$ cat src/rtl/eep_pkg.sv
package eep_pkg;

  localparam logic [3:0] DEV_TYPE = 4'b1010;

  typedef enum logic [1:0] {
    OP_WR1 = 2'd0,
    OP_WRP = 2'd1,
    OP_RD1 = 2'd2,
    OP_RDN = 2'd3
  } eep_op_e;

  typedef enum logic [2:0] {
    S_IDLE, S_START, S_TX, S_SACK, S_RX, S_MACK, S_STOP, S_HOLD
  } eep_st_e;

  typedef enum logic [2:0] {
    G_CW, G_AH, G_AL, G_WD, G_CR
  } eep_stage_e;

  function automatic logic [7:0] ctrl_byte(input logic [2:0] chip, input logic rd);
    return {DEV_TYPE, chip, rd};
  endfunction

  function automatic logic is_read(input eep_op_e op);
    return (op == OP_RD1) || (op == OP_RDN);
  endfunction

  // Request legality: page writes must stay inside one page.
  function automatic logic req_ok(input eep_op_e op, input int offs, input int cnt, input int page);
    case (op)
      OP_WRP:  return (cnt != 0) && (cnt <= page) && (offs + cnt <= page);
      OP_RDN:  return cnt != 0;
      default: return 1'b1;
    endcase
  endfunction

endpackage

$ cat src/rtl/eep_qphase.sv
module eep_qphase #(
  parameter int QTR_DIV = 50
) (
  input  logic       clk,
  input  logic       rst_n,
  input  logic       run,
  output logic       qtick,
  output logic [1:0] phase,
  output logic       slot_end
);
  localparam int DW = (QTR_DIV > 1) ? $clog2(QTR_DIV) : 1;
  localparam logic [DW-1:0] DIV_LAST = DW'(QTR_DIV - 1);

  logic [DW-1:0] div_q;

  always_ff @(posedge clk or negedge rst_n) begin
    if (!rst_n) begin
      div_q <= '0;
      phase <= 2'd0;
    end else if (!run) begin
      div_q <= '0;
      phase <= 2'd0;
    end else if (div_q == DIV_LAST) begin
      div_q <= '0;
      phase <= phase + 2'd1;
    end else begin
      div_q <= div_q + DW'(1);
    end
  end

  assign qtick    = run && (div_q == DIV_LAST);
  assign slot_end = qtick && (phase == 2'd3);


  phase_step_chk: assert property (@(posedge clk) disable iff (!rst_n)
    ($past(run) && run && $past(qtick)) |-> (phase == $past(phase) + 2'd1));

endmodule

$ cat src/rtl/eep_hold_timer.sv
module eep_hold_timer #(
  parameter int HOLD_CYC = 250000
) (
  input  logic clk,
  input  logic rst_n,
  input  logic load,
  output logic busy
);
  localparam int HW = $clog2(HOLD_CYC + 2);

  logic [HW-1:0] cnt_q;

  always_ff @(posedge clk or negedge rst_n) begin
    if (!rst_n)
      cnt_q <= '0;
    else if (load)
      cnt_q <= HW'(HOLD_CYC);
    else if (cnt_q != '0)
      cnt_q <= cnt_q - HW'(1);
  end

  assign busy = (cnt_q != '0);


  hold_count_chk: assert property (@(posedge clk) disable iff (!rst_n)
    ($past(busy) && !$past(load)) |-> (cnt_q == $past(cnt_q) - HW'(1)));

endmodule

$ cat src/rtl/eep_page_master.sv
module eep_page_master
  import eep_pkg::*;
#(
  parameter int QTR_DIV    = 50,
  parameter int HOLD_CYC   = 250000,
  parameter int PAGE_BYTES = 32,
  parameter int CNT_W      = 8
) (
  input  logic             clk,
  input  logic             rst_n,
  input  logic             req_valid,
  output logic             req_ready,
  input  logic [1:0]       req_op,
  input  logic [2:0]       req_chip,
  input  logic [12:0]      req_addr,
  input  logic [CNT_W-1:0] req_cnt,
  input  logic [7:0]       wr_data,
  output logic             wr_take,
  output logic [7:0]       rd_data,
  output logic             rd_valid,
  output logic             done,
  output logic             nack_err,
  output logic             req_rej,
  output logic             scl_oe,
  output logic             sda_oe,
  input  logic             sda_in
);
  localparam int PG_W = $clog2(PAGE_BYTES);
  localparam logic [CNT_W-1:0] ONE = CNT_W'(1);

  eep_st_e          st;
  eep_stage_e       stg;
  eep_op_e          op_q;
  logic [2:0]       chip_q;
  logic [12:0]      addr_q;
  logic [CNT_W-1:0] rem;
  logic [2:0]       bcnt;
  logic [7:0]       tx_sr;
  logic [7:0]       rx_sr;
  logic             smp_q;
  logic             err_q;
  logic [CNT_W:0]   take_n;

  // named internal events
  logic run, qtick, slot_end, smp_now, hold_busy, hold_load, last_byte, wr_op;
  logic [1:0] ph;
  eep_op_e req_op_e;

  assign req_op_e  = eep_op_e'(req_op);
  assign run       = (st != S_IDLE) && (st != S_HOLD);
  assign smp_now   = qtick && (ph == 2'd2);
  assign last_byte = (rem == ONE);
  assign wr_op     = !is_read(op_q);
  assign hold_load = (st == S_STOP) && slot_end && wr_op;
  assign req_ready = (st == S_IDLE);

  eep_qphase #(.QTR_DIV(QTR_DIV)) u_qph (
    .clk(clk), .rst_n(rst_n), .run(run),
    .qtick(qtick), .phase(ph), .slot_end(slot_end)
  );

  eep_hold_timer #(.HOLD_CYC(HOLD_CYC)) u_hold (
    .clk(clk), .rst_n(rst_n), .load(hold_load), .busy(hold_busy)
  );

  always_ff @(posedge clk or negedge rst_n) begin
    if (!rst_n) begin
      st       <= S_IDLE;
      stg      <= G_CW;
      op_q     <= OP_WR1;
      chip_q   <= 3'd0;
      addr_q   <= '0;
      rem      <= '0;
      bcnt     <= 3'd0;
      tx_sr    <= 8'hFF;
      rx_sr    <= 8'h00;
      smp_q    <= 1'b1;
      err_q    <= 1'b0;
      take_n   <= '0;
      rd_data  <= 8'h00;
      rd_valid <= 1'b0;
      wr_take  <= 1'b0;
      done     <= 1'b0;
      nack_err <= 1'b0;
      req_rej  <= 1'b0;
    end else begin
      rd_valid <= 1'b0;
      wr_take  <= 1'b0;
      done     <= 1'b0;
      nack_err <= 1'b0;
      req_rej  <= 1'b0;
      if (wr_take) take_n <= take_n + (CNT_W+1)'(1);
      if (smp_now) smp_q <= sda_in;
      case (st)
        S_IDLE: begin
          if (req_valid) begin
            if (req_ok(req_op_e, int'(req_addr[PG_W-1:0]), int'(req_cnt), PAGE_BYTES)) begin
              op_q   <= req_op_e;
              chip_q <= req_chip;
              addr_q <= req_addr;
              rem    <= (req_op_e == OP_WR1 || req_op_e == OP_RD1) ? ONE : req_cnt;
              stg    <= G_CW;
              err_q  <= 1'b0;
              take_n <= '0;
              bcnt   <= 3'd0;
              st     <= S_START;
            end else begin
              req_rej <= 1'b1;
            end
          end
        end
        S_START: begin
          if (slot_end) begin
            tx_sr <= ctrl_byte(chip_q, stg == G_CR);
            st    <= S_TX;
          end
        end
        S_TX: begin
          if (slot_end) begin
            tx_sr <= {tx_sr[6:0], 1'b1};
            bcnt  <= bcnt + 3'd1;
            if (bcnt == 3'd7) st <= S_SACK;
          end
        end
        S_SACK: begin
          if (slot_end) begin
            if (smp_q) begin
              err_q <= 1'b1;
              st    <= S_STOP;
            end else begin
              case (stg)
                G_CW: begin
                  tx_sr <= {3'b000, addr_q[12:8]};
                  stg   <= G_AH;
                  st    <= S_TX;
                end
                G_AH: begin
                  tx_sr <= addr_q[7:0];
                  stg   <= G_AL;
                  st    <= S_TX;
                end
                G_AL: begin
                  if (is_read(op_q)) begin
                    stg <= G_CR;
                    st  <= S_START;
                  end else begin
                    tx_sr   <= wr_data;
                    wr_take <= 1'b1;
                    stg     <= G_WD;
                    st      <= S_TX;
                  end
                end
                G_WD: begin
                  rem <= rem - ONE;
                  if (last_byte) begin
                    st <= S_STOP;
                  end else begin
                    tx_sr   <= wr_data;
                    wr_take <= 1'b1;
                    st      <= S_TX;
                  end
                end
                default: begin
                  st <= S_RX;
                end
              endcase
            end
          end
        end
        S_RX: begin
          if (smp_now) rx_sr <= {rx_sr[6:0], sda_in};
          if (slot_end) begin
            bcnt <= bcnt + 3'd1;
            if (bcnt == 3'd7) begin
              rd_data  <= rx_sr;
              rd_valid <= 1'b1;
              st       <= S_MACK;
            end
          end
        end
        S_MACK: begin
          if (slot_end) begin
            rem <= rem - ONE;
            st  <= last_byte ? S_STOP : S_RX;
          end
        end
        S_STOP: begin
          if (slot_end) begin
            if (err_q) nack_err <= 1'b1;
            else       done     <= 1'b1;
            st <= wr_op ? S_HOLD : S_IDLE;
          end
        end
        S_HOLD: begin
          if (!hold_busy) st <= S_IDLE;
        end
        default: st <= S_IDLE;
      endcase
    end
  end

  // Line drive: open drain, only pull-low enables.
  always_comb begin
    scl_oe = 1'b0;
    sda_oe = 1'b0;
    case (st)
      S_START: begin
        scl_oe = (ph == 2'd0) || (ph == 2'd3);
        sda_oe = ph[1];
      end
      S_TX: begin
        scl_oe = (ph == 2'd0) || (ph == 2'd3);
        sda_oe = !tx_sr[7];
      end
      S_SACK, S_RX: begin
        scl_oe = (ph == 2'd0) || (ph == 2'd3);
      end
      S_MACK: begin
        scl_oe = (ph == 2'd0) || (ph == 2'd3);
        sda_oe = !last_byte;
      end
      S_STOP: begin
        scl_oe = (ph == 2'd0);
        sda_oe = !ph[1];
      end
      default: ;
    endcase
  end


  tx_stable_chk: assert property (@(posedge clk) disable iff (!rst_n)
    (st == S_TX && $past(st) == S_TX && !scl_oe && !$past(scl_oe)) |-> $stable(sda_oe));


  pulse_excl_chk: assert property (@(posedge clk) disable iff (!rst_n)
    $onehot0({done, nack_err, req_rej, rd_valid}));


  hold_ready_chk: assert property (@(posedge clk) disable iff (!rst_n)
    hold_busy |-> !req_ready);


  page_len_chk: assert property (@(posedge clk) disable iff (!rst_n)
    wr_take |-> (take_n < (CNT_W+1)'(PAGE_BYTES)));


  rd_only_chk: assert property (@(posedge clk) disable iff (!rst_n)
    rd_valid |-> is_read(op_q));


  rej_idle_chk: assert property (@(posedge clk) disable iff (!rst_n)
    req_rej |-> (st == S_IDLE && !scl_oe && !sda_oe));

endmodule

$ cat config.mk
export PLATFORM = sky130hd
export DESIGN_NAME = eep_page_master
export DESIGN_NICKNAME = d
export VERILOG_FILES = /design/src/rtl/eep_pkg.sv /design/src/rtl/eep_qphase.sv /design/src/rtl/eep_hold_timer.sv /design/src/rtl/eep_page_master.sv
export SDC_FILE = /design/constraint.sdc
export NUM_CORES = 1
export LEC_CHECK = 0
export BUFFER_PORTS_ARGS = -buffer_cell sky130_fd_sc_hd__buf_2
export CELL_PAD_IN_SITES_DETAIL_PLACEMENT = 0
export CELL_PAD_IN_SITES_GLOBAL_PLACEMENT = 1
export CORE_MARGIN = 2
export CORE_UTILIZATION = 40
export DETAILED_ROUTE_END_ITERATION = 12
export MAX_ROUTING_LAYER = met4
export PLACE_DENSITY_LB_ADDON = 0.1
export SYNTH_ARGS = -nofsm -noshare
export SYNTH_HDL_FRONTEND = slang
export SYNTH_SLANG_ARGS = --single-unit
$ cat constraint.sdc
create_clock -name clk -period 3.4 [get_ports clk]
set_clock_uncertainty 0.15 [all_clocks]
set_input_delay 0.17 -clock clk [delete_from_list [all_inputs] [get_ports clk]]
set_output_delay 0.17 -clock clk [all_outputs]
set_load 0.05 [all_outputs]
After elaboration in Yosys (flattened, before gate mapping). Cells that the tools add are included.

Reductions and logical operators: 39. $add $sub $neg: 6. Equality and inequality tests: 42. Order comparisons: 2. Multiplexer cells: 77.

Operator list (count): $mux 8 (13); $mux 3 (20); $pmux 8 s3 (2); $mux 18 (2); $pmux 8 s4 (1); $ne 2x2->1 const B (14); $pmux 3 s8 (1); $mux 1 (23); $eq 3x3->1 const B (6); $pmux 3 s3 (2); $reduce_bool 18->1 (1); $sub 18x1->18 const B (1); $eq 2x2->1 const B (6); $eq 3x2->1 const B (4); $mux 6 (2); $pmux 3 s2 (2); $reduce_and 11->1 (1); $add 5x8->9 (1); $le 9x6->1 const B (1); $ne 3x3->1 const B (3); $reduce_bool 3->1 (3); $eq 8x1->1 const B (1); $le 8x6->1 const B (1); $logic_and 1x1->1 (8); other kinds (28) (47).

Flip-flop bits (word level): 92. Bits of input ports: 38. Output and inout bits: 16.

Depth between registers and ports, before layout. Gate-level depths: netlist of the first run.

Depth in word-level cells: 9. Gate-level depth with buffers: 10.

Hierarchy. Synthesis of the first run repeated with hierarchy kept, for this count alone.

Cell total of the unflattened synthesis: 543. Area, all modules: 5283.8 um2.

Modules (own cells, without submodules): eep_page_master (area an instance 3824.9 um2, instances 1, seq. area each 1637.8 um2, cells each 397); eep_hold_timer (area an instance 1061.0 um2, instances 1, seq. area each 450.4 um2, cells each 108); eep_qphase (area an instance 397.9 um2, instances 1, seq. area each 200.2 um2, cells each 38).

Least setup slack after synthesis of the first run. OpenSTA, ideal clock, no wires.

Path type: input port to flip-flop. Start: in req_addr[0]. End: reg addr_q[10]. Arrival time: 2.394 ns. Stages: 10. Path slack: 0.731 ns. Setup time: 0.125 ns. Cell sequence: ha_1 -> fa_1 -> a211oi_1 -> nor2_1 -> o221ai_1 -> a21oi_2 -> o21bai_1 -> buf_4 -> buf_6 -> mux2_2.

Cells in the longest elaborated chain, start to end: 7.

Ends and longest elaborated chain: start, declared (line eep_page_master.sv:15) `input logic [12:0] req_addr,`; $add 5x8->9 (line eep_pkg.sv:31) `OP_WRP: return (cnt != 0) && (cnt <= page) && (offs + cnt <= page);`; $le 9x6->1 (line eep_pkg.sv:31); $logic_and 1x1->1 (line eep_pkg.sv:31); $pmux 1 s2 (line eep_pkg.sv:30) `case (op)`; $mux 1 (line eep_page_master.sv:96) `if (req_valid) begin`; $mux 1 (line eep_page_master.sv:94) `case (st)`; $reduce_and 3->1 (no line); end signal, assigned (line eep_page_master.sv:100) `addr_q <= req_addr;`; end, declared (line eep_page_master.sv:35) `logic [12:0] addr_q;`.

No other way between the ends. The select of a mux whose other input is x is not followed. A chain may end at the register's enable or synchronous reset.

Final worst setup path of the first run.
Start: in req_addr[0]. End: reg rem[1].

Cells in the longest elaborated chain, start to end: 8.

Ends and longest elaborated chain: $add 5x8->9 (line eep_pkg.sv:31); $le 9x6->1 (line eep_pkg.sv:31); $logic_and 1x1->1 (line eep_pkg.sv:31); $pmux 1 s2 (line eep_pkg.sv:30); $mux 1 (line eep_page_master.sv:96); $mux 1 (line eep_page_master.sv:94); $ne 2x1->1 (no line); $reduce_and 7->1 (no line); end signal, assigned (line eep_page_master.sv:101) `rem <= (req_op_e == OP_WR1 || req_op_e == OP_RD1) ? ONE : req_cnt;`; end signal, assigned (line eep_page_master.sv:154) `rem <= rem - ONE;`; end signal, assigned (line eep_page_master.sv:183) `rem <= rem - ONE;`; end, declared (line eep_page_master.sv:36) `logic [CNT_W-1:0] rem;`.

No other way between the ends. The select of a mux whose other input is x is not followed.

==> summary.md, run 1 <==
| Metric | Value |
|---|---|
| Combinational share of power | 5.8% |
| Initial antenna violation count | 0 |
| Std cell rows | 41 |
| Detail Route Antenna Nets | 0 |
| Buf/Inv on CP | 2 |
| Design area | 6230 um^2 |
| Psw | 0.516 mW |
| Tightest Pin Transition | 0.925 ns |
| First-pass GRT wire length | 21700 um |
| Hold Violations, Final | 0 |
| Max Buffers Root-to-Sink | 2 |
| Max FO, Critical Path | 7 |
| GP Congestion | 0.879 |
| Die Height | 119 um |
| Min Tclk post-route | 3.26 ns |
| Area leader, netlist | dfrtp_1 |
| Floorplan die width | 119 um |
| DR vias | 4283 |
| Crit Reg-Reg Startpoint | u_hold.cnt_q[0] |
| Critical path launch point type | input port |
| Worst endpoint data arrival time | 3.34 ns |
| Outcome | completed |
| Drt wl/cell | 16.2 um |
| Starting DRT DRC Count | 198 |
| Main synth FF type | dfrtp_1 |
| CP max stage cell | dlygate4sd3_1 |
| Post-synthesis average cell area | 9.85 um^2 |
| Drt pass-1 iters | 4 |
| Power per Cell Area | 360 nW/um^2 |
| Crit path capture | rem[1] |
| Core footprint | 12700 um^2 |
| MaxCap Viol Count | 0 |
| Post-route DRC | 0 |
| Total CTS buffers | 9 |
| Clk slew on worst S/H paths | 0.07 ns |
| Post-CTS Setup Inserts | 0 |
| Drt total wl | 12700 um |
| Post-synth ARST share | 100% |
| Distinct cells, synth | 74 |
| Pins Over Slew Limit | 0 |
| Mapped Nets | 591 |
| Skew-Pair Late Insertion Delay | 0.35 ns |
| Tcrit/Tclk final | 95.9% |
| Clock tree from TritonCTS | done |
| # diodes | 0 |
| F_max | 307 MHz |
| Flop2flop setup slack | 0.67 ns |
| Starting density of the core | 41.3% |
| Post-DR vias/cell | 5.46 |
| Yosys warnings | 0 |
| Share of the synthesized area in the top cell type | 39.1% |
| Worst-case reg-to-reg path depth | 9 |
| Top cells by area, synth | dfrtp_1 (39%), mux2_2 (8.4%), ha_1 (4.5%) |
| Largest net degree at the start of global routing | 74 |
| CTS sink cnt | 91 |
| Switch share | 23.0% |
| Full die area | 14100 um^2 |
| Max VDD drop | 0.170 mV |
| Placed wire-length estimate | 9360 um |
| Critical path cell sequence | dlygate4sd3_1, buf_2, ha_1, fa_1, a211oi_1, o21ba_2, o221ai_1, a21o_1, a21oi_2, mux2_2 |
| Max-slew headroom | 38.4% |
| H-tree levels | 3 |
| Setup_tns | 0 ns |
| Sequential share of power | 48.9% |
| Vias in the first global route | 4281 |
| # fillers | 1272 |
| I/O Buffers | 53 |
| I/O Pins | 54 |
| R2R Path End | u_hold.cnt_q[7] |
| Post-Place Cell Area | 5730 um^2 |
| Final-stage net count | 666 |
| RSZ-0062 raised after global routing | false |
| Ratio of cells with drive above 1 in the final layout | 24.3% |
| Grt ovf | 0 |
| Seq/Total Area, Yosys | 43.6% |
| Clock power frac | 45.3% |
| Data required, critical path | 3.48 ns |
| Syn Std Cell Area | 5250 um^2 |
| Final setup violation count | 0 |
| Crit Path Class | in -> reg |
| P_leak | 2.90 nW |
| Crit path max-delay family | compound AO/OA/AOI/OAI gates |
| P&R area growth vs syn | 18.6% |
| GRT Util Overall | 19.8% |
| Synthesized instance count | 533 |
| Crit-path max cell delay | 0.54 ns |
| CTS Root Cell | clkbuf_16 |
| Hold WC Path Type | in -> reg |
| Hold path cells | 3 |
| Worst setup path start | req_addr[0] |
| P_int | 1.73 mW |
| Number of synthesized flops with an enable pin | 0 |
| Critical path endpoint category | register |
| Instance count on the critical path | 10 |
| Seq cells post-synth | 91 |
tightest hold or removal path, delay by kind of cell:
kind                   cells  cell delay, ns
buffers and inverters      1            0.17
AND/OR/NAND/NOR            2            0.21
power by group through the flow:
| stage | Combinational, mW | Clock (mW) | Sequential, mW |
|---|---|---|---|
| 2_1_floorplan | 0.0499 | 0 | 1.11 |
| 3_3_place_gp | 0.111 | 0 | 1.12 |
| 3_5_place_dp | 0.113 | 0 | 1.12 |
| 4_1_cts | 0.131 | 1.04 | 1.10 |
| 5_1_grt | 0.148 | 1.09 | 1.10 |
| 6_report | 0.129 | 1.02 | 1.10 |
kinds of logic after synthesis:
family | after synthesis | synth area share, %
flip-flops | 91 | 43.6
buffers and inverters | 46 | 3.88
adder cells (fa/ha/maj) | 20 | 4.91
AND/OR/NAND/NOR | 187 | 18.1
XOR/XNOR | 19 | 3.17
multiplexers | 43 | 9.12
AO/OA/AOI/OAI | 127 | 17.3
how the worst min path moves through the flow:
stage               startpoint               to  slack [ns]
floorplan                rst_n        addr_q[0]       -0.28
CTS                  req_op[0]          req_rej        0.08
global placement         rst_n  u_hold.cnt_q[2]        0.21
finish               req_op[0]          req_rej        0.09
global route         req_op[0]          req_rej        0.13
detailed placement       rst_n  u_hold.cnt_q[2]        0.23
synth_stat cells (all sizes together) (3+ instances only):
cell type,number
a211o,3
a211oi,8
a21o,4
a21oi,23
a221oi,5
a22o,7
a22oi,3
buf,8
clkbuf,15
dfrtp,82
dfstp,9
ha,19
inv,22
mux2,39
mux2i,4
nand2,40
nand2b,6
nand3,13
nand4,3
nor2,58
nor2b,5
nor3,30
nor4,7
o2111ai,3
o21ai,30
o21bai,3
o221ai,7
o22ai,7
o31ai,5
or3,5
xnor2,14
xor2,5
layout by cell type, fill, tap and decap left out, drive strengths merged, types with 4 or more instances in the layout:
| cell | n |
|---|---|
| dfrtp | 82 |
| buf | 67 |
| nor2 | 58 |
| nand2 | 40 |
| mux2 | 39 |
| o21ai | 30 |
| nor3 | 30 |
| inv | 25 |
| a21oi | 23 |
| dlygate4sd3 | 20 |
| ha | 19 |
| xnor2 | 14 |
| nand3 | 13 |
| clkbuf | 10 |
| dfstp | 9 |
| a211oi | 8 |
| o221ai | 7 |
| o22ai | 7 |
| a22o | 7 |
| nor4 | 7 |
| nand2b | 6 |
| xor2 | 5 |
| a221oi | 5 |
| nor2b | 5 |
| o31ai | 5 |
| or3 | 5 |
| a21o | 4 |
| mux2i | 4 |
registers in the layout, indices dropped and copies added (netlist names):
name          flops
wr_take           1
nack_err          1
op_q              1
u_hold.cnt_q     18
stg               3
smp_q             1
rem               8
u_qph.div_q       6
rd_data           8
rd_valid          1
rx_sr             8
st                3
done              1
req_rej           1
err_q             1
tx_sr             8
chip_q            3
u_qph.phase       2
bcnt              3
addr_q           13
cell type report:
cell class / count / area (um^2) / share of cell area (%)
tap: 172 / 215 / 3.45
sequential: 91 / 2290 / 36.7
multi-input combinational: 396 / 2770 / 44.4
clock buffer: 10 / 229 / 3.68
inverter: 23 / 86.3 / 1.39
timing repair buffer: 87 / 573 / 9.20
clock inverter: 6 / 70.1 / 1.12
per-stage QoR:
step	hold slack (ns)	worst slack, ns	power [mW]	std cells	utilization [%]
after floorplan	-0.276	0.731	1.16	533	-
after global placement	0.212	0.393	1.23	749	45.0
after detailed placement	0.225	0.347	1.23	749	45.0
after CTS	0.0799	0.151	2.27	785	48.9
after global routing	0.126	0.0308	2.34	785	49.0
final	0.0896	0.140	2.24	785	49.0
per-layer routing:
| metal | GRT usage, % | wire, um | up-vias |
|---|---|---|---|
| li1 | - | - | 2095 |
| met1 | 25.8 | 5980 | 2066 |
| met2 | 31.0 | 5920 | 102 |
| met3 | 2.94 | 514 | 20 |
| met4 | 8.04 | 276 | 0 |
| met5 | - | 0 | - |
repair_timing:
item                                   4_1_cts  5_1_grt
gates resized for setup                      0        1
setup endpoints to repair                    0        1
endpoints found under the hold margin       82        0
hold buffers                                20        0
Power figures use the tool's default switching activity.
==> inputs of run 2 (changes only) <==
==> constraint.sdc (replaced) <==
create_clock -name clk -period 3.9 [get_ports clk]
set_clock_uncertainty 0.15 [all_clocks]
set_input_delay 0.195 -clock clk [delete_from_list [all_inputs] [get_ports clk]]
set_output_delay 0.195 -clock clk [all_outputs]
set_load 0.05 [all_outputs]
==> run 2 against run 1 <==
Against the previous run:
- cell count is 0.51% lower
- largest cell class unchanged
- global-route usage is 0.50 points lower
- critical endpoint unchanged
- combinational power is 12% lower
- sequential share of layout area is 0.25 points higher
- critical path depth stayed put
- core utilization is 0.32 points lower
- via count is 0.12% higher
- flip-flop and latch count stayed put
==> summary.md, run 2 (synthesized netlist as in run 1, its figures left out) <==
| Metric | Value |
|---|---|
| Skew-Pair Late Insertion Delay | 0.34 ns (about the same) |
| Tightest Pin Transition | 0.830 ns (-0.0951 ns) |
| Core footprint | 12700 um^2 (unchanged) |
| Largest regs | u_hold.cnt_q (18), addr_q (13) |
| Max FO, Critical Path | 7 (unchanged) |
| # diodes | 0 (unchanged) |
| CTS Root Cell | clkbuf_16 |
| Drt wl/cell | 16.3 um (+0.52%) |
| P&R area growth vs syn | 17.8% |
| Max-slew headroom | 44.7% (+6.3 points) |
| Full die area | 14100 um^2 (unchanged) |
| Most frequent cells in the layout | dfrtp_1 (82), nor2_1 (57), buf_2 (52) |
| First-pass GRT wire length | 21300 um (-1.9%) |
| Met2 wire length | 5950 um (+0.37%) |
| Tot Pwr | 1.92 mW (-14%) |
| Vias in the first global route | 4180 (-2.4%) |
| GRT Util Overall | 19.3% (-0.50 points) |
| Crit-path max cell delay | 0.53 ns (about the same) |
| Clk slew on worst S/H paths | 0.07 ns (about the same) |
| RSZ-0062 raised after global routing | false |
| Total CTS buffers | 9 (unchanged) |
| CP max stage cell | dlygate4sd3_1 |
| Detail Route Antenna Nets | 0 (unchanged) |
| MaxCap Viol Count | 0 (unchanged) |
| Crit path max-delay family | compound AO/OA/AOI/OAI gates |
| Critical path launch point type | input port |
| Grt ovf | 0 (unchanged) |
| Max Buffers Root-to-Sink | 2 (unchanged) |
| Utilization after layout | 48.6% (-0.32 points) |
| Initial antenna violation count | 0 (unchanged) |
| DR vias | 4288 (+0.12%) |
| Starting DRT DRC Count | 255 (+29%) |
| Max VDD drop | 0.179 mV (+5.3%) |
| Clock tree from TritonCTS | done |
| Power per Cell Area | 310 nW/um^2 (-14%) |
| Post-CTS Resized | 0 (unchanged) |
| Starting density of the core | 41.3% (unchanged) |
| I/O Pins | 54 (unchanged) |
| F_max | 303 MHz |
| Drt total wl | 12700 um (about the same) |
| Max reg flops | 18 (unchanged) |
| Post-route DRC | 0 (unchanged) |
| Data required, critical path | 3.98 ns (+0.50 ns) |
| Buf/Inv on CP | 2 (unchanged) |
| Design area | 6190 um^2 (-0.66%) |
| Worst endpoint data arrival time | 3.38 ns (+0.04 ns) |
| Setup_tns | 0 ns (unchanged) |
| Post-DR vias/cell | 5.49 (+0.63%) |
| Final setup violation count | 0 (unchanged) |
| P_leak | 2.88 nW (-0.97%) |
| Ratio of cells with drive above 1 in the final layout | 23.8% (-0.50 points) |
| I/O Buffers | 53 (unchanged) |
| Hold Violations, Final | 0 (unchanged) |
| Most common cell after layout, fill and taps aside | dfrtp_1 |
| GP Congestion | 0.887 (+0.84%) |
| H-tree levels | 3 (unchanged) |
| Floorplan die width | 119 um (unchanged) |
| Outcome | completed |
| Final-stage net count | 662 (-0.60%) |
| Die Height | 119 um (unchanged) |
| Highest routed layer | met4 |
| Met1 Wirelength | 6180 um (+3.3%) |
| Met3 Routed Length | 378 um (-26%) |
| Tcrit/Tclk final | 84.6% |
| Pins Over Slew Limit | 0 (unchanged) |
| Largest net degree at the start of global routing | 67 (-9.5%) |
| Crit Path Class | in -> reg |
| Drt pass-1 iters | 4 (unchanged) |
| Post-Place Cell Area | 5700 um^2 (-0.52%) |
| CTS sink cnt | 91 (unchanged) |
| Critical path cell sequence | dlygate4sd3_1, buf_2, ha_1, fa_1, a211oi_1, o21ba_2, o221ai_1, a21o_1, a21oi_2, mux2_2 |
| Hold WC Path Type | in -> reg |
| # fillers | 1276 (+0.31%) |
| Most flops, register | u_hold.cnt_q |
| Min Tclk post-route | 3.30 ns |
| Std cell rows | 41 (unchanged) |
| Critical path endpoint category | register |
| Placed wire-length estimate | 9440 um (+0.81%) |
-- run 2: changes by cell type in the layout (fill, tap and decap cells not counted), sizes merged --
cell,previous run,this run
clkbuf,10,9
bufinv,1,0
clkinv,3,1
buf,67,63
inv,25,27
clkinvlp,0,2
-- run 2: final cells by class --
type | count | area [um^2] | share of cell area [%]
clock inverter | 7 | 66.3 | 1.07
timing repair buffer | 83 | 543 | 8.77
inverter | 23 | 86.3 | 1.40
tap | 172 | 215 | 3.48
multi-input combinational | 396 | 2760 | 44.7
sequential | 91 | 2290 | 37.0
clock buffer | 9 | 225 | 3.64
-- run 2: final timing paths --
path,start,to,slack (ns),depth (start not counted)
worst max-delay path,req_addr[0],rem[1],0.60,10
worst min-delay path,wr_data[5],tx_sr[5],0.11,5
worst max register to register,st[1],rem[1],0.96,6
worst min register to register,tx_sr[6],tx_sr[6],0.33,2
max in group asynchronous,rst_n,bcnt[2],2.52,3
min in group asynchronous,rst_n,u_hold.cnt_q[10],0.34,2
-- run 2: worst min-delay path: stages --
cell and delay [ns]:
buf_2 0.08, nand2_1 0.04, o21ai_0 0.06, a21oi_1 0.06, o21ai_0 0.13
-- run 2: what timing repair did --
item	in CTS	in global routing
setup endpoints to repair	0	0
endpoints found under the hold margin	75	0
setup buffers	0	0
hold buffers	20	0
-- run 2: power breakdown --
part	switching [mW]	total (mW)	internal, mW	leakage [nW]
clock	0.402	0.852	0.450	0.138
combinational	0.0632	0.114	0.0508	1.57
sequential	0.00624	0.955	0.949	1.17
-- run 2: per-layer routing --
metal	up-vias	track usage (%)
met3	15	2.65
li1	2096	-
met1	2095	25.7
met2	82	30.3
met5	-	-
met4	0	6.77
-- run 2: metrics by stage --
| step | worst slack, ns | hold slack [ns] | cells |
|---|---|---|---|
| 6_report | 0.599 | 0.108 | 781 |
| 5_1_grt | 0.309 | 0.142 | 781 |
| 4_1_cts | 0.624 | 0.105 | 781 |
| 3_5_place_dp | 0.812 | 0.205 | 745 |
| 3_3_place_gp | 0.853 | 0.208 | 745 |
| 2_1_floorplan | 1.21 | -0.251 | 533 |
